File: src/rtl/alu_pkg.sv
package alu_pkg;
  parameter int DATA_W = 32;
  localparam int BYTE_W = 8;

  typedef enum logic [1:0] {
    FN_AND  = 2'b00,
    FN_OR   = 2'b01,
    FN_NOTB = 2'b10,
    FN_ADD  = 2'b11
  } alu_fn_e;

  typedef enum logic [1:0] {
    SH_NONE  = 2'b00,
    SH_RIGHT = 2'b01,
    SH_LEFT  = 2'b10,
    SH_BOTH  = 2'b11
  } shift_sel_e;
endpackage

File: src/rtl/alu_operand_gate.sv
module alu_operand_gate #(
  parameter int W = alu_pkg::DATA_W
) (
  input  logic [W-1:0] a_raw,
  input  logic [W-1:0] b_raw,
  input  logic         en_a,
  input  logic         en_b,
  input  logic         inv_a,
  output logic [W-1:0] a_op,
  output logic [W-1:0] b_op
);
  logic [W-1:0] a_gated;

  always_comb begin
    a_gated = en_a ? a_raw : '0;
    a_op    = inv_a ? ~a_gated : a_gated;
    b_op    = en_b ? b_raw : '0;
  end


  always_comb begin
    if (!en_a && inv_a) begin
      disabled_inverted_chk: assert (a_op == {W{1'b1}});
    end
  end
endmodule

File: src/rtl/alu_func_unit.sv
module alu_func_unit
  import alu_pkg::*;
#(
  parameter int W = DATA_W
) (
  input  logic [W-1:0] a_op,
  input  logic [W-1:0] b_op,
  input  alu_fn_e      fn,
  input  logic         carry_in,
  output logic [W-1:0] res
);
  logic [W-1:0] sum;
  logic [W-1:0] cin_vec;

  always_comb begin
    cin_vec = '0;
    cin_vec[0] = carry_in & (fn == FN_ADD);
    sum = a_op + b_op + cin_vec;
    unique case (fn)
      FN_AND:  res = a_op & b_op;
      FN_OR:   res = a_op | b_op;
      FN_NOTB: res = ~b_op;
      FN_ADD:  res = sum;
      default: res = '0;
    endcase
  end
endmodule

File: src/rtl/alu_out_shifter.sv
module alu_out_shifter
  import alu_pkg::*;
#(
  parameter int W = DATA_W,
  parameter int LSHIFT = BYTE_W
) (
  input  logic [W-1:0] din,
  input  logic         left_en,
  input  logic         right_en,
  output logic [W-1:0] dout
);
  shift_sel_e sel;

  always_comb begin
    sel = shift_sel_e'({left_en, right_en});
    unique case (sel)
      SH_LEFT:  dout = {din[W-LSHIFT-1:0], {LSHIFT{1'b0}}};
      SH_RIGHT: dout = {din[W-1], din[W-1:1]};
      default:  dout = din;
    endcase
  end


  always_comb begin
    if (left_en && !right_en) begin
      left_fill_chk: assert (dout[LSHIFT-1:0] == '0);
    end
  end


  always_comb begin
    if (right_en && !left_en) begin
      sign_keep_chk: assert (dout[W-1] == din[W-1] && dout[W-2:0] == din[W-1:1]);
    end
  end
endmodule

File: src/rtl/alu_shift_datapath.sv
module alu_shift_datapath
  import alu_pkg::*;
#(
  parameter int W = DATA_W
) (
  input  logic [W-1:0] a_in,
  input  logic [W-1:0] b_in,
  input  logic [1:0]   f_sel,
  input  logic         en_a,
  input  logic         en_b,
  input  logic         inv_a,
  input  logic         inc,
  input  logic         sh_left8,
  input  logic         sh_right1,
  output logic [W-1:0] c_out,
  output logic         n_flag,
  output logic         z_flag
);
  logic [W-1:0] a_op;
  logic [W-1:0] b_op;
  logic [W-1:0] alu_res;
  alu_fn_e      fn;

  assign fn = alu_fn_e'(f_sel);

  alu_operand_gate #(.W(W)) u_gate (
    .a_raw(a_in), .b_raw(b_in), .en_a(en_a), .en_b(en_b), .inv_a(inv_a),
    .a_op(a_op), .b_op(b_op)
  );

  alu_func_unit #(.W(W)) u_func (
    .a_op(a_op), .b_op(b_op), .fn(fn), .carry_in(inc), .res(alu_res)
  );

  alu_out_shifter #(.W(W), .LSHIFT(BYTE_W)) u_shift (
    .din(alu_res), .left_en(sh_left8), .right_en(sh_right1), .dout(c_out)
  );

  always_comb begin
    n_flag = alu_res[W-1];
    z_flag = ~|alu_res;
  end


  always_comb begin
    if (fn == FN_ADD && !en_a && en_b && !inv_a && !inc && !sh_left8 && !sh_right1) begin
      pass_b_chk: assert (c_out == b_in);
    end
  end


  always_comb begin
    if (sh_left8 == sh_right1) begin
      no_shift_chk: assert (c_out == alu_res);
    end
  end


  always_comb begin
    if (fn == FN_NOTB && !en_b) begin
      right_gate_chk: assert (alu_res == {W{1'b1}});
    end
  end


  always_comb begin
    if (sh_left8 == sh_right1) begin
      zero_flag_chk: assert (z_flag == (c_out == '0));
    end
  end


  always_comb begin
    if (sh_left8 == sh_right1) begin
      neg_flag_chk: assert (n_flag == c_out[W-1]);
    end
  end
endmodule

File: config.mk
export PLATFORM = sky130hd
export DESIGN_NAME = alu_shift_datapath
export DESIGN_NICKNAME = d
export VERILOG_FILES = /design/src/rtl/alu_pkg.sv /design/src/rtl/alu_operand_gate.sv /design/src/rtl/alu_func_unit.sv /design/src/rtl/alu_out_shifter.sv /design/src/rtl/alu_shift_datapath.sv
export SDC_FILE = /design/constraint.sdc
export NUM_CORES = 1
export LEC_CHECK = 0
export ABC_CLOCK_PERIOD_IN_PS = 6400
export BUFFER_PORTS_ARGS = -buffer_cell sky130_fd_sc_hd__buf_2
export CORE_MARGIN = 8
export CORE_UTILIZATION = 58
export DETAILED_ROUTE_END_ITERATION = 10
export PLACE_DENSITY = 0.85
export SLEW_MARGIN = 10
export SYNTH_ARGS = -nofsm -noshare
export SYNTH_HDL_FRONTEND = slang
export SYNTH_SLANG_ARGS = --single-unit
File: constraint.sdc
create_clock -name vclk -period 6.4
set_input_delay 0.32 -clock vclk [all_inputs]
set_output_delay 0.32 -clock vclk [all_outputs]
set_load 0.03 [all_outputs]
## Yosys cells after proc, flatten, opt, wreduce, memory -nomap -nowiden

Cells that the tools add are included.

| cells by class | value |
|---|---|
| bitwise operators | 5 |
| shift operators | 0 |
| reductions and logical operators | 3 |
| multipliers | 0 |
| magnitude comparators | 0 |
| equality and inequality tests | 5 |
| divide/modulo/power cells | 0 |
| multiplexer cells | 5 |
| add/sub/neg operators | 2 |

Operators by type and width:

| kind | count |
|---|---|
| 32-bit one-hot mux with 4 select lines | 1 |
| 32-bit two-way mux | 3 |
| 32-bit NOT | 2 |
| 32-bit one-hot mux with 2 select lines | 1 |
| 32-bit by 1-bit adder with 32-bit output | 1 |
| 32-bit adder | 1 |
| 32-bit bitwise AND | 1 |
| 32-bit OR | 1 |
| 32-bit OR reduction | 1 |
| 2-bit == test, second input constant | 3 |
| 2-bit by 1-bit == test with 1-bit output, second input constant | 2 |
| 2-bit zero test | 1 |
| 1-bit bitwise AND | 1 |
| 1-bit zero test | 1 |

| storage, ports and cells | value |
|---|---|
| word-level logic and storage cells | 20 |
| ROM bits | 0 |
| memories | 0 |
| flip-flop bits (word level) | 0 |
| RAM bits | 0 |
| output and inout port bits | 34 |
| bits of input ports | 72 |
| latch bits | 0 |

## Depth between registers and ports, before layout

| depth | value |
|---|---|
| depth after elaboration | 8 |
| gate-level depth with buffers | 21 |
| mapped depth without buffers | 15 |

## Modules after synthesis

A second synthesis with hierarchy kept.

| second synthesis, totals | value |
|---|---|
| cell total of the unflattened synthesis | 694 |
| area, all modules | 4,833.4 sq um |

Modules (own cells, without submodules):

| module | area each (sq um) | times used | cells each | seq. area each (sq um) |
|---|---|---|---|---|
| alu_func_unit | 3,447.1 | 1 | 478 | 0.0 |
| alu_operand_gate | 684.4 | 1 | 106 | 0.0 |
| alu_out_shifter | 629.4 | 1 | 99 | 0.0 |
| alu_shift_datapath | 72.6 | 1 | 11 | 0.0 |

## Worst setup path before layout

Ideal clock, no wire load.

| timing | value |
|---|---|
| path type | input to output |
| start point | input f_sel[0] |
| end point | output z_flag |
| stages on the path | 20 |
| data arrival time | 5,817 ps |
| path slack | 263 ps |
| cell sequence | buf_2 clkbuf_8 buf_2 buf_1 buf_1 clkbuf_1 buf_1 and3_1 fa_1 inv_1 fa_1 xnor2_1 mux4_1 inv_1 nand3_1 or4_1 or4_1 or4_1 or4_1 nor3_2 |

| on the way | value |
|---|---|
| word-level cells in the longest chain between the ends | 6 |
| elaborated cells on any way between the ends | 9 |

Ends and longest elaborated chain:

| item | line | source |
|---|---|---|
| from (decl) | alu_shift_datapath.sv:8 | `input logic [1:0] f_sel,` |
| 2-bit == test | alu_func_unit.sv:17, alu_func_unit.sv:19 |  |
| 1-bit bitwise AND | alu_func_unit.sv:17 | `cin_vec[0] = carry_in & (fn == FN_ADD);` |
| 32-bit by 1-bit adder with 32-bit output | alu_func_unit.sv:18 | `sum = a_op + b_op + cin_vec;` |
| 32-bit one-hot mux with 4 select lines (*) | alu_func_unit.sv:19 | `unique case (fn)` |
| 32-bit OR reduction (*) | alu_shift_datapath.sv:41 | `z_flag = ~\|alu_res;` |
| 1-bit zero test (*) | alu_shift_datapath.sv:41 |  |
| to (decl) | alu_shift_datapath.sv:17 | `output logic z_flag` |

Every way passes the cells marked *; elsewhere a longest branch is shown, timed or not.

## Worst setup path in the final report

| timing | value |
|---|---|
| start point | input en_a |
| end point | output z_flag |

| on the way | value |
|---|---|
| word-level cells in the longest chain between the ends | 8 |
| elaborated cells on any way between the ends | 10 |

Ends and longest elaborated chain:

| item | line | source |
|---|---|---|
| from (decl) | alu_shift_datapath.sv:9 | `input logic en_a,` |
| 32-bit two-way mux (*) | alu_operand_gate.sv:15 | `a_gated = en_a ? a_raw : '0;` |
| 32-bit NOT | alu_operand_gate.sv:16 | `a_op = inv_a ? ~a_gated : a_gated;` |
| 32-bit two-way mux (*) | alu_operand_gate.sv:16 |  |
| 32-bit adder | alu_func_unit.sv:18 |  |
| 32-bit by 1-bit adder with 32-bit output | alu_func_unit.sv:18 |  |
| 32-bit one-hot mux with 4 select lines (*) | alu_func_unit.sv:19 |  |
| 32-bit OR reduction (*) | alu_shift_datapath.sv:41 |  |
| 1-bit zero test (*) | alu_shift_datapath.sv:41 |  |

Marks and branches as above.

==> summary.md <==
| Metric | Value |
|---|---|
| Number of flip-flops and latches | `0` |
| DRT iter0 DRCs | `~340` |
| Core Util, Final | `65.4%` |
| TNS Setup | `0 ps` |
| Diode count | `0` |
| Post-CTS setup buffers | `0` |
| Post-CTS Resized | `0` |
| Wire length of the first global-routing pass | `25000 um` |
| Critical path required time | `around 6000 ps` |
| Wire length on met3 | `~1300 um` |
| WL final | `15100 um` |
| Sequential Area | `0 um2` |
| CP arrival | `between 5000 and 6000 ps` |
| Mapped cell area | `approximately 4500 um2` |
| Top Metal Used | `met4` |
| Die X-Extent | `around 100 um` |
| Final instance area | `4980 um2` |
| Total of max-cap violations | `0` |
| Syn Area/Cell | `~6.3 um2` |
| Initial antenna violation count | `0` |
| IO Port Bufs | `between 100 and 150` |
| Largest net degree at the start of global routing | `between 70 and 80` |
| Fin crit period | `5560 ps` |
| HP Start | `b_in[31]` |
| Placer congestion estimate | `about 0.99` |
| Vias in the first global route | `5098` |
| Syn-to-layout area delta | `10.5%` |
| Total power | `0.000634 W` |
| Max Fclk | `0.180 GHz` |
| CP endpoint kind | `output pin` |
| Ports | `106` |
| Yosys warnings | `0` |
| Synth cell count leaders | `nand2_1, inv_1, nor2_1, ha_1, a21oi_1` |
| Total congestion overflow | `0` |
| Die Outline Area | `roughly 11000 um2` |
| DRC errors left | `0` |
| Post-synth cell types | `66` |
| Share of cells above drive strength 1 | `between 10% and 20%` |
| DR pass1 iterations | `5` |
| Starting Density | `between 50% and 60%` |
| Core Box Area | `roughly 7600 um2` |
| Die Span Y | `104 um` |
| WS Path Type | `input port to output pin` |
| Register area share after synthesis | `0%` |
| Total GRT Usage | `around a quarter` |
| VDD IR-drop max | `approximately 0.054 mV` |
| RSZ-0062 raised after global routing | `false` |
| Cell count after synthesis | `719` |
| Vias | `5422` |
| Setup violators final | `0` |
| Worst slew margin relative to its limit | `26.2%` |
| Worst Max-Slew Pin Slew | `around 1100 ps` |
| Met1 Wirelength | `6670 um` |
| Final ANT Viol Nets | `0` |
| Pwr per Cell Area | `about 130 nW/um2` |
| Cell row count | `32` |
| Routed wire per std cell | `17.0 um` |
| Post-DP HPWL | `~12000 um` |
| CTS Hold Bufs | `0` |
| Hold Fails Final Rpt | `0` |
| Min-delay worst type | `input port to output pin` |
| Crit share post-route | `86.9%` |
| Avg Vias per Cell | `just over 6` |
| Clock buf count | `0` |
| Synth top area share | `about 18%` |
| Maximum fanout along the worst path | `32` |
| Static leakage | `around 2.5 nW` |
| Met2 wire length | `between 6000 and 7000 um` |
| Most common cell in the netlist | `nand2_1` |
| Largest area contributor in the netlist | `ha_1` |
| Fin. max-slew vios | `0` |
| Worst Hold Path EP | `n_flag` |
| Layout net count | `927` |
| Syn Nets | `approximately 860` |
| Placement Cell Area | `~5000 um2` |
| CP startpoint kind | `input port` |
| Hold depth | `4` |
| Synth top area cells | `ha_1, nand2_1, xnor2_1` |
| Status | `finished clean` |
-- stage by stage --
step / setup slack (ps) / hold WS (ps) / cells
final: 841 / 1350 / 887
after global routing: 539 / 1360 / 887
after CTS: 851 / 1340 / 887
after detailed placement: 856 / 1340 / 887
after global placement: 1070 / 1310 / 887
after floorplan: 263 / 1020 / 719
-- critical path, stage by stage --
cell      delay [ps]
buf_2            480
nand2_1          140
xnor2_1          320
fa_1             300
inv_1             80
fa_1             470
nor2b_1          160
o31a_1           220
a21oi_1           80
a221oi_2         330
nand3_1          120
or4_1            400
or4_1            410
or4_1            420
or4_1            590
nor3_2           170
buf_2            220
-- cell families (layout without fill, tap and decap cells) --
family | count (synthesis) | count (layout) | share of synthesized area [%]
buffers and inverters | 126 | 192 | 11.7
muxes | 6 | 6 | 1.97
adders and majority gates | 68 | 68 | 19.2
AOI/OAI and AO/OA | 221 | 221 | 33.1
xor gates and xnor gates | 55 | 55 | 10.7
and+or+nand+nor | 243 | 243 | 23.3
-- cells in the final DEF (no fill, tap or decap), types with 8 or more instances in the layout --
cell      synthesis  layout
nand4_1           8       8
xnor2_1          41      41
nand3_1          10      10
ha_1             66      66
a221oi_1         23      23
buf_2             4     106
inv_1            79      79
a21oi_1          55      55
a211oi_1         27      27
xor2_1           14      14
nor2_1           77      77
nand2_1         113     113
o21ai_0          51      51
-- power by group --
group / leakage, nW / internal (W) / total, W / switching (W)
clock network: 0 / 0 / 0 / 0
logic: 2.53 / 0.000222 / 0.000634 / 0.000412
registers: 0 / 0 / 0 / 0
-- how the worst max path moves through the flow --
stage                     cells after the start     end  startpoint  slack, ps
after detailed placement                     17  z_flag        en_a        860
after CTS                                    17  z_flag        en_a        850
after global placement                       17  z_flag        en_a       1070
after global routing                         17  z_flag        en_a        540
after floorplan                              20  z_flag    f_sel[0]        260
final                                        17  z_flag        en_a        840
-- layer usage --
metal,global-route usage [%],vias to the layer above
li1,-,2634
met1,35.7,2480
met2,43.7,290
met3,3.59,18
met4,4.14,0
met5,0,-
-- final cells by class --
cell class	instances	area, um2
multi-input cells	593	3980
fillers	727	2630
repair buffers	111	568
inverters	81	305
well taps	102	128
Note: power is estimated with default switching activity, not from simulation.
